[src/rtl/plp_pkg.sv]
package plp_pkg;

   localparam int unsigned LVL_W   = 2;
   localparam int unsigned SEC_W   = 2;
   localparam int unsigned VSEL_W  = 2;
   localparam int unsigned N_LVL   = 1 << LVL_W;

   typedef enum logic [SEC_W-1:0] {
      SEC_SECURE = 2'b00,
      SEC_NONSEC = 2'b01,
      SEC_REALM  = 2'b10,
      SEC_RSVD   = 2'b11
   } plp_sec_e;

   typedef enum logic [VSEL_W-1:0] {
      VSEL_ANY      = 2'b00,
      VSEL_NO_STRM  = 2'b01,
      VSEL_NO_NSTRM = 2'b10,
      VSEL_RSVD     = 2'b11
   } plp_vsel_e;

   typedef struct packed {
      logic excl_l1;
      logic excl_l0;
      logic ns_l1;
      logic ns_l0;
      logic keep_l2;
      logic l3_sel;
      logic sec_l2;
      logic rl_l1;
      logic rl_l0;
      logic rl_l2;
   } plp_lvl_ctrl_t;

endpackage

[src/rtl/plp_ctrl_mask.sv]
module plp_ctrl_mask
   import plp_pkg::*;
#(
   parameter int unsigned HAS_SEC_L2 = 1,
   parameter int unsigned HAS_REALM  = 1,
   parameter int unsigned HAS_L3     = 1
) (
   input  plp_lvl_ctrl_t raw_ctrl,
   output plp_lvl_ctrl_t eff_ctrl
);

   logic sec_l2_m;
   logic rl_l1_m;
   logic rl_l0_m;
   logic rl_l2_m;
   logic l3_m;

   generate
      if (HAS_SEC_L2 != 0) begin : g_sec_l2
         assign sec_l2_m = raw_ctrl.sec_l2;
      end else begin : g_no_sec_l2
         assign sec_l2_m = 1'b0;
      end

      if (HAS_REALM != 0) begin : g_realm
         assign rl_l1_m = raw_ctrl.rl_l1;
         assign rl_l0_m = raw_ctrl.rl_l0;
         assign rl_l2_m = raw_ctrl.rl_l2;
      end else begin : g_no_realm
         assign rl_l1_m = 1'b0;
         assign rl_l0_m = 1'b0;
         assign rl_l2_m = 1'b0;
      end

      if (HAS_L3 != 0) begin : g_l3
         assign l3_m = raw_ctrl.l3_sel;
      end else begin : g_no_l3
         assign l3_m = 1'b0;
      end
   endgenerate

   always_comb begin
      eff_ctrl         = raw_ctrl;
      eff_ctrl.sec_l2  = sec_l2_m;
      eff_ctrl.rl_l1   = rl_l1_m;
      eff_ctrl.rl_l0   = rl_l0_m;
      eff_ctrl.rl_l2   = rl_l2_m;
      eff_ctrl.l3_sel  = l3_m;
   end

endmodule

[src/rtl/plp_level_term.sv]
module plp_level_term
   import plp_pkg::*;
(
   input  logic [LVL_W-1:0] cur_level,
   input  logic [SEC_W-1:0] sec_state,
   input  plp_lvl_ctrl_t    ctrl,
   output logic             lvl_allow
);

   logic is_ns;
   logic is_rl;
   logic is_sec;
   logic [N_LVL-1:0] per_lvl_ok;
   logic [N_LVL-1:0] lvl_hot;

   assign is_ns  = (sec_state == SEC_NONSEC);
   assign is_rl  = (sec_state == SEC_REALM);
   assign is_sec = (sec_state == SEC_SECURE) || (sec_state == SEC_RSVD);

   // level 0: primary exclude plus "differs" secondaries
   assign per_lvl_ok[0] = !ctrl.excl_l0
                        && !(is_ns && (ctrl.ns_l0 != ctrl.excl_l0))
                        && !(is_rl && (ctrl.rl_l0 != ctrl.excl_l0));

   // level 1: same shape against the level-1 primary
   assign per_lvl_ok[1] = !ctrl.excl_l1
                        && !(is_ns && (ctrl.ns_l1 != ctrl.excl_l1))
                        && !(is_rl && (ctrl.rl_l1 != ctrl.excl_l1));

   // level 2: inverted primary, "equals" secondaries
   assign per_lvl_ok[2] = ctrl.keep_l2
                        && !(is_sec && (ctrl.sec_l2 == ctrl.keep_l2))
                        && !(is_rl  && (ctrl.rl_l2  == ctrl.keep_l2));

   // level 3: secondary compared against the level-1 primary
   assign per_lvl_ok[3] = (ctrl.l3_sel == ctrl.excl_l1);

   generate
      for (genvar gi = 0; gi < N_LVL; gi++) begin : g_hot
         assign lvl_hot[gi] = (cur_level == LVL_W'(gi));
      end
   endgenerate

   assign lvl_allow = |(lvl_hot & per_lvl_ok);

endmodule

[src/rtl/plp_mode_term.sv]
module plp_mode_term
   import plp_pkg::*;
(
   input  logic [VSEL_W-1:0] vec_filter,
   input  logic              vec_streaming,
   input  logic              in_txn,
   input  logic              evt_attrib,
   input  logic              excl_nontxn,
   output logic              mode_allow
);

   logic vec_ok;
   logic txn_ok;

   always_comb begin
      unique case (plp_vsel_e'(vec_filter))
         VSEL_NO_STRM:  vec_ok = !vec_streaming;
         VSEL_NO_NSTRM: vec_ok = vec_streaming;
         default:       vec_ok = 1'b1;
      endcase
   end

   assign txn_ok     = !(excl_nontxn && evt_attrib && !in_txn);
   assign mode_allow = vec_ok && txn_ok;

endmodule

[src/rtl/plp_gate_reg.sv]
module plp_gate_reg (
   input  logic clk,
   input  logic rst_n,
   input  logic d,
   output logic q
);

   always_ff @(posedge clk or negedge rst_n) begin
      if (!rst_n) q <= 1'b0;
      else        q <= d;
   end

endmodule

[src/rtl/plp_event_filter.sv]
module plp_event_filter
   import plp_pkg::*;
#(
   parameter int unsigned HAS_SEC_L2 = 1,
   parameter int unsigned HAS_REALM  = 1,
   parameter int unsigned HAS_L3     = 1
) (
   input  logic       clk,
   input  logic       rst_n,
   input  logic [1:0] cur_level,
   input  logic [1:0] sec_state,
   input  logic       vec_streaming,
   input  logic       in_txn,
   input  logic       evt_attrib,
   input  logic       excl_l1,
   input  logic       excl_l0,
   input  logic       ns_l1_sel,
   input  logic       ns_l0_sel,
   input  logic       keep_l2,
   input  logic       l3_sel,
   input  logic       sec_l2_sel,
   input  logic       rl_l1_sel,
   input  logic       rl_l0_sel,
   input  logic       rl_l2_sel,
   input  logic       excl_nontxn,
   input  logic [1:0] vec_filter,
   output logic       count_allow
);

   generate
      if (HAS_SEC_L2 > 1) begin : g_chk_sec
         $error("HAS_SEC_L2 must be 0 or 1");
      end
      if (HAS_REALM > 1) begin : g_chk_rl
         $error("HAS_REALM must be 0 or 1");
      end
      if (HAS_L3 > 1) begin : g_chk_l3
         $error("HAS_L3 must be 0 or 1");
      end
      if (LVL_W != 2 || SEC_W != 2 || VSEL_W != 2) begin : g_chk_w
         $error("port widths do not match package widths");
      end
   endgenerate

   plp_lvl_ctrl_t raw_ctrl;
   plp_lvl_ctrl_t eff_ctrl;
   logic          lvl_allow;
   logic          mode_allow;
   logic          allow_d;

   always_comb begin
      raw_ctrl.excl_l1 = excl_l1;
      raw_ctrl.excl_l0 = excl_l0;
      raw_ctrl.ns_l1   = ns_l1_sel;
      raw_ctrl.ns_l0   = ns_l0_sel;
      raw_ctrl.keep_l2 = keep_l2;
      raw_ctrl.l3_sel  = l3_sel;
      raw_ctrl.sec_l2  = sec_l2_sel;
      raw_ctrl.rl_l1   = rl_l1_sel;
      raw_ctrl.rl_l0   = rl_l0_sel;
      raw_ctrl.rl_l2   = rl_l2_sel;
   end

   plp_ctrl_mask #(
      .HAS_SEC_L2 (HAS_SEC_L2),
      .HAS_REALM  (HAS_REALM),
      .HAS_L3     (HAS_L3)
   ) u_mask (
      .raw_ctrl (raw_ctrl),
      .eff_ctrl (eff_ctrl)
   );

   plp_level_term u_lvl (
      .cur_level (cur_level),
      .sec_state (sec_state),
      .ctrl      (eff_ctrl),
      .lvl_allow (lvl_allow)
   );

   plp_mode_term u_mode (
      .vec_filter    (vec_filter),
      .vec_streaming (vec_streaming),
      .in_txn        (in_txn),
      .evt_attrib    (evt_attrib),
      .excl_nontxn   (excl_nontxn),
      .mode_allow    (mode_allow)
   );

   assign allow_d = lvl_allow && mode_allow;

   plp_gate_reg u_reg (
      .clk   (clk),
      .rst_n (rst_n),
      .d     (allow_d),
      .q     (count_allow)
   );

endmodule

[config.mk]
export PLATFORM = sky130hd
export DESIGN_NAME = plp_event_filter
export DESIGN_NICKNAME = d
export VERILOG_FILES = /design/src/rtl/plp_pkg.sv /design/src/rtl/plp_ctrl_mask.sv /design/src/rtl/plp_level_term.sv /design/src/rtl/plp_mode_term.sv /design/src/rtl/plp_gate_reg.sv /design/src/rtl/plp_event_filter.sv
export SDC_FILE = /design/constraint.sdc
export NUM_CORES = 1
export LEC_CHECK = 0
export BUFFER_PORTS_ARGS = -buffer_cell sky130_fd_sc_hd__buf_2
export CAP_MARGIN = 10
export CORE_AREA = 2 2 39 41
export CTS_BUF_LIST = sky130_fd_sc_hd__clkbuf_4 sky130_fd_sc_hd__clkbuf_8 sky130_fd_sc_hd__clkbuf_16
export DETAILED_ROUTE_END_ITERATION = 7
export DIE_AREA = 0 0 41 43
export GPL_TIMING_DRIVEN = 1
export HOLD_SLACK_MARGIN = 0.03
export REMOVE_ABC_BUFFERS = 1
export SLEW_MARGIN = 20
export SYNTH_ARGS = -nofsm -noshare
export SYNTH_HDL_FRONTEND = slang
export SYNTH_HIERARCHICAL = 1
export SYNTH_SLANG_ARGS = --single-unit
[constraint.sdc]
create_clock -name clk -period 1.7 [get_ports clk]
set_clock_uncertainty 0.2 [all_clocks]
set_input_delay 0.17 -clock clk [delete_from_list [all_inputs] [get_ports clk]]
set_output_delay 0.17 -clock clk [all_outputs]
set_load 0.02 [all_outputs]
# == After elaboration in Yosys (flattened, before gate mapping) ==
# Cells that the tools add are included.
# totals
reg_bits,1
latch_bits,0
ram_bits,0
rom_bits,0
inputBits,22
n_memories,0
# classes
addsub,0
multipliers,0
div,0
magnitude_cmp,0
n_eq_ne,15
shifts,0
n_mux,1
bitwise,1
reduce_logical,31
# op_table
op,n
$logic_and A1 B1 Y1,16
$logic_not A1 Y1,11
$eq A2 B2 Y1 const B,5
$eq A2 B1 Y1 const B,3
$and A4 B4 Y4,1
$logic_not A2 Y1,2
$ne A1 B1 Y1,4
$reduce_or A4 Y1,1
$eq A1 B1 Y1,3
$pmux W1 S2,1
$logic_or A1 B1 Y1,1

# == Depth between registers and ports, before layout ==
# logic_depth
word_depth,9
depth_mapped,6
ltp_nobuf,6

# == By module ==
# Netlist, hierarchy kept.
# modules_own_cells
mod,n_inst,cells_per_inst,area_per_inst_um2,seq_area_each_um2
plp_level_term,1,14,105.1,0.0
plp_ctrl_mask,1,10,75.1,0.0
plp_mode_term,1,7,56.3,0.0
plp_gate_reg,1,1,25.0,25.0
plp_event_filter,1,1,6.3,0.0

# == Worst setup path before layout ==
# OpenSTA, ideal clock, no wires.
# synth_path
kind,input port to flip-flop
from,input vec_filter[0]
to,register u_reg.q
setup_time_ns,0.119
arrival_time_ns,0.944
t_required_ns,1.381
slack_ns,0.437
stages,5
n_path_buf,0
cell_sequence,inv_1 ha_1 mux2_1 o22a_1 and2_1
# synth_via
elab_chain_cells,4
elab_cells_between_ends,5
# synth_rtl
element,line,text
"start, declared",plp_event_filter.sv:26,"input logic [1:0] vec_filter,"
$eq A2 B2 Y1 / $eq A2 B1 Y1 (equally long branches),plp_mode_term.sv:16,unique case (plp_vsel_e'(vec_filter))
$pmux W1 S2 *,plp_mode_term.sv:16,
$logic_and A1 B1 Y1 *,plp_mode_term.sv:24,assign mode_allow = vec_ok && txn_ok;
via mode_allow,plp_event_filter.sv:48,logic mode_allow;
$logic_and A1 B1 Y1 *,plp_event_filter.sv:89,assign allow_d = lvl_allow && mode_allow;
via allow_d,plp_event_filter.sv:49,logic allow_d;
"end signal, assigned",plp_gate_reg.sv:9,if (!rst_n) q <= 1'b0;
"end signal, assigned",plp_gate_reg.sv:10,else q <= d;
"end, declared",plp_gate_reg.sv:5,output logic q
# The timed path passes the listed nets; every way through them passes the cells marked *.

# == Final worst setup path ==
# layout_path
from,input sec_state[0]
to,register u_reg.q
# layout_via
elab_chain_cells,9
elab_cells_between_ends,26
# layout_rtl
element,line,text
"start, declared",plp_event_filter.sv:11,"input logic [1:0] sec_state,"
$eq A2 B2 Y1 / $logic_not A2 Y1 (equally long branches),plp_level_term.sv:18,assign is_sec = (sec_state == SEC_SECURE) || (sec_state == SEC_RSVD);
$logic_or A1 B1 Y1,plp_level_term.sv:18,
$logic_and A1 B1 Y1,plp_level_term.sv:32,&& !(is_sec && (ctrl.sec_l2 == ctrl.keep_l2))
$logic_not A1 Y1,plp_level_term.sv:32,
$logic_and A1 B1 Y1,plp_level_term.sv:32,
$logic_and A1 B1 Y1,plp_level_term.sv:33,&& !(is_rl && (ctrl.rl_l2 == ctrl.keep_l2));
$and A4 B4 Y4 *,plp_level_term.sv:44,assign lvl_allow = |(lvl_hot & per_lvl_ok);
$reduce_or A4 Y1 *,plp_level_term.sv:44,
via lvl_allow,plp_event_filter.sv:47,logic lvl_allow;
$logic_and A1 B1 Y1 *,plp_event_filter.sv:89,
via allow_d,plp_event_filter.sv:49,
# Marks and branches as above.

==> run metrics <==
leakage 0.188 nW; top-area cell type share of the netlist area 28.0%; Initial Utilization 19.3%; startpoint types primary input; Max Clk Rate 679 MHz; DR WL/cell 7.35 um; synth warn 6; status complete, no violations; I/O pin count 23; pwr dens 274 mW/mm2; DR vias/cell 3.87; Async S/R FF share, synth 100%; Slew headroom 85.1%; count of cell types in the netlist 15; Crit path required time 1.38 ns; Area Growth Syn to Fin 24.3%; gr ovfl total 0; Avg Inst Size Synth 8.11 um2; first-pass GRT wire length 696 um; final setup TNS 0 ns; utilization after layout 24.1%; DRT antenna net count 0; die height 43 um; capturing element type of the critical path register; largest registers u_reg/q (1); all-layer global routing usage 5.29%; worst min path class in -> async; WL final 456 um; DR pass1 iterations 2; Worst Setup Slack post-DPL 0.243 ns; final setup vio count 0; Slew Viols, Final 0; vias 240; number of global-route vias before repair 210; mapped cell area 268 um2; max-cap violation count 0; Iter 0 DRT Violations 1; worst IR drop on VDD 0.0743 mV; Core Box Area 0.00138 mm2; Synth area leaders buf_4 (28%), ha_1 (19%), dfrtp_1 (9.3%); critical path class in -> reg; Total Nets Final 74; count leader, synth buf_4; number of flip-flops under the largest register name 1; largest register by flop count u_reg/q; RSZ-0062 raised after global routing false; area leader, netlist buf_4; crit path max fanout 3; post-CTS setup buffer count 0; full die area 0.00176 mm2; synth cell count leaders buf_4 (10), ha_1 (4), inv_1 (4); GPL Wtd Cong 0.611; row cnt 14; Clock transition at path regs 0 ns; fin crit share 86.6%; synthesized instance count 33; Arr. time, crit path 1.15 ns; Fin. Hold Viols 0; Slew @ Worst Pin 0.223 ns; n_diodes 0; die width 41 um; # DRC 0; share of layout cells above drive strength 1 50.0%; min cycle time layout 1.47 ns; sequential area share after synthesis 9.35%; Port Buffer Count 22; Synth Flop Type dfrtp_1; FF+latch count, synth 1; largest net degree at the start of global routing 5; Post-synth EDFFs 0; initial antenna violation count 0; fin worst setup slack 0.228 ns; DP HPWL 445 um
==> critical path, cell delays in order <==
cell      delay [ns]
buf_2           0.10
inv_1           0.06
ha_1            0.21
a211oi_2        0.09
a221oi_1        0.28
a31oi_1         0.08
and2_1          0.16
==> timing repair <==
item | 4_1_cts | 5_1_grt
hold buffers | 1 | 0
gates resized for setup | 0 | 0
hold endpoints to repair | 1 | 0
==> layout by cell type (no fill, tap or decap), drive strengths merged <==
cell,count
a22oi,2
inv,4
a221oi,1
xnor2,1
o22a,1
nand2,3
nor2b,1
a211oi,1
dlygate4sd3,1
mux2,1
nand3b,1
a31oi,1
and2,1
buf,22
dfrtp,1
ha,4
==> worst max path at each step <==
| stage | from | endpoint | cells past startpoint |
|---|---|---|---|
| 2_1_floorplan | vec_filter[0] | u_reg/q | 5 |
| 3_3_place_gp | sec_state[0] | u_reg/q | 7 |
| 3_5_place_dp | sec_state[0] | u_reg/q | 7 |
| 4_1_cts | sec_state[0] | u_reg/q | 7 |
| 5_1_grt | sec_state[0] | u_reg/q | 7 |
| 6_report | sec_state[0] | u_reg/q | 7 |
==> logic make-up (layout without fill, tap and decap cells) <==
logic type | Yosys count | in the layout | share of synthesized area [%]
mux | 1 | 1 | 4.21
compound gates | 6 | 6 | 19.2
simple gates | 6 | 6 | 11.7
flops | 1 | 1 | 9.34
fa+ha+maj | 4 | 4 | 18.7
buf+inv | 14 | 27 | 33.6
xor+xnor | 1 | 1 | 3.27
==> cell type report <==
type                       count  area (um2)
fill                         158        1050
multi-input combinational     18         153
timing repair buffer          23         120
sequential                     1        25.0
tap                           16        20.0
inverter                       4        15.0
==> stage by stage <==
step	instances	cell area (um2)	power, mW	hold slack (ns)
floorplan	23	193	0.0565	-0.326
global placement	61	323	0.0889	-0.255
detailed placement	61	323	0.0906	-0.254
CTS	62	333	0.0925	0.286
global route	62	333	0.100	0.301
finish	62	333	0.0910	0.281
==> metal layers <==
layer  wire length [um]  global-route usage, %
met5                  0                      0
met4                  0                      0
met3                 37                      0
met2                222                   11.3
met1                195                   5.38
==> power breakdown <==
group / internal (mW) / switching [mW] / total, mW
Sequential: 0.0270 / 0.000592 / 0.0276
Clock: 0 / 0 / 0
Combinational: 0.0370 / 0.0265 / 0.0635
Total: 0.0640 / 0.0271 / 0.0910
(Power assumes the default switching activity.)
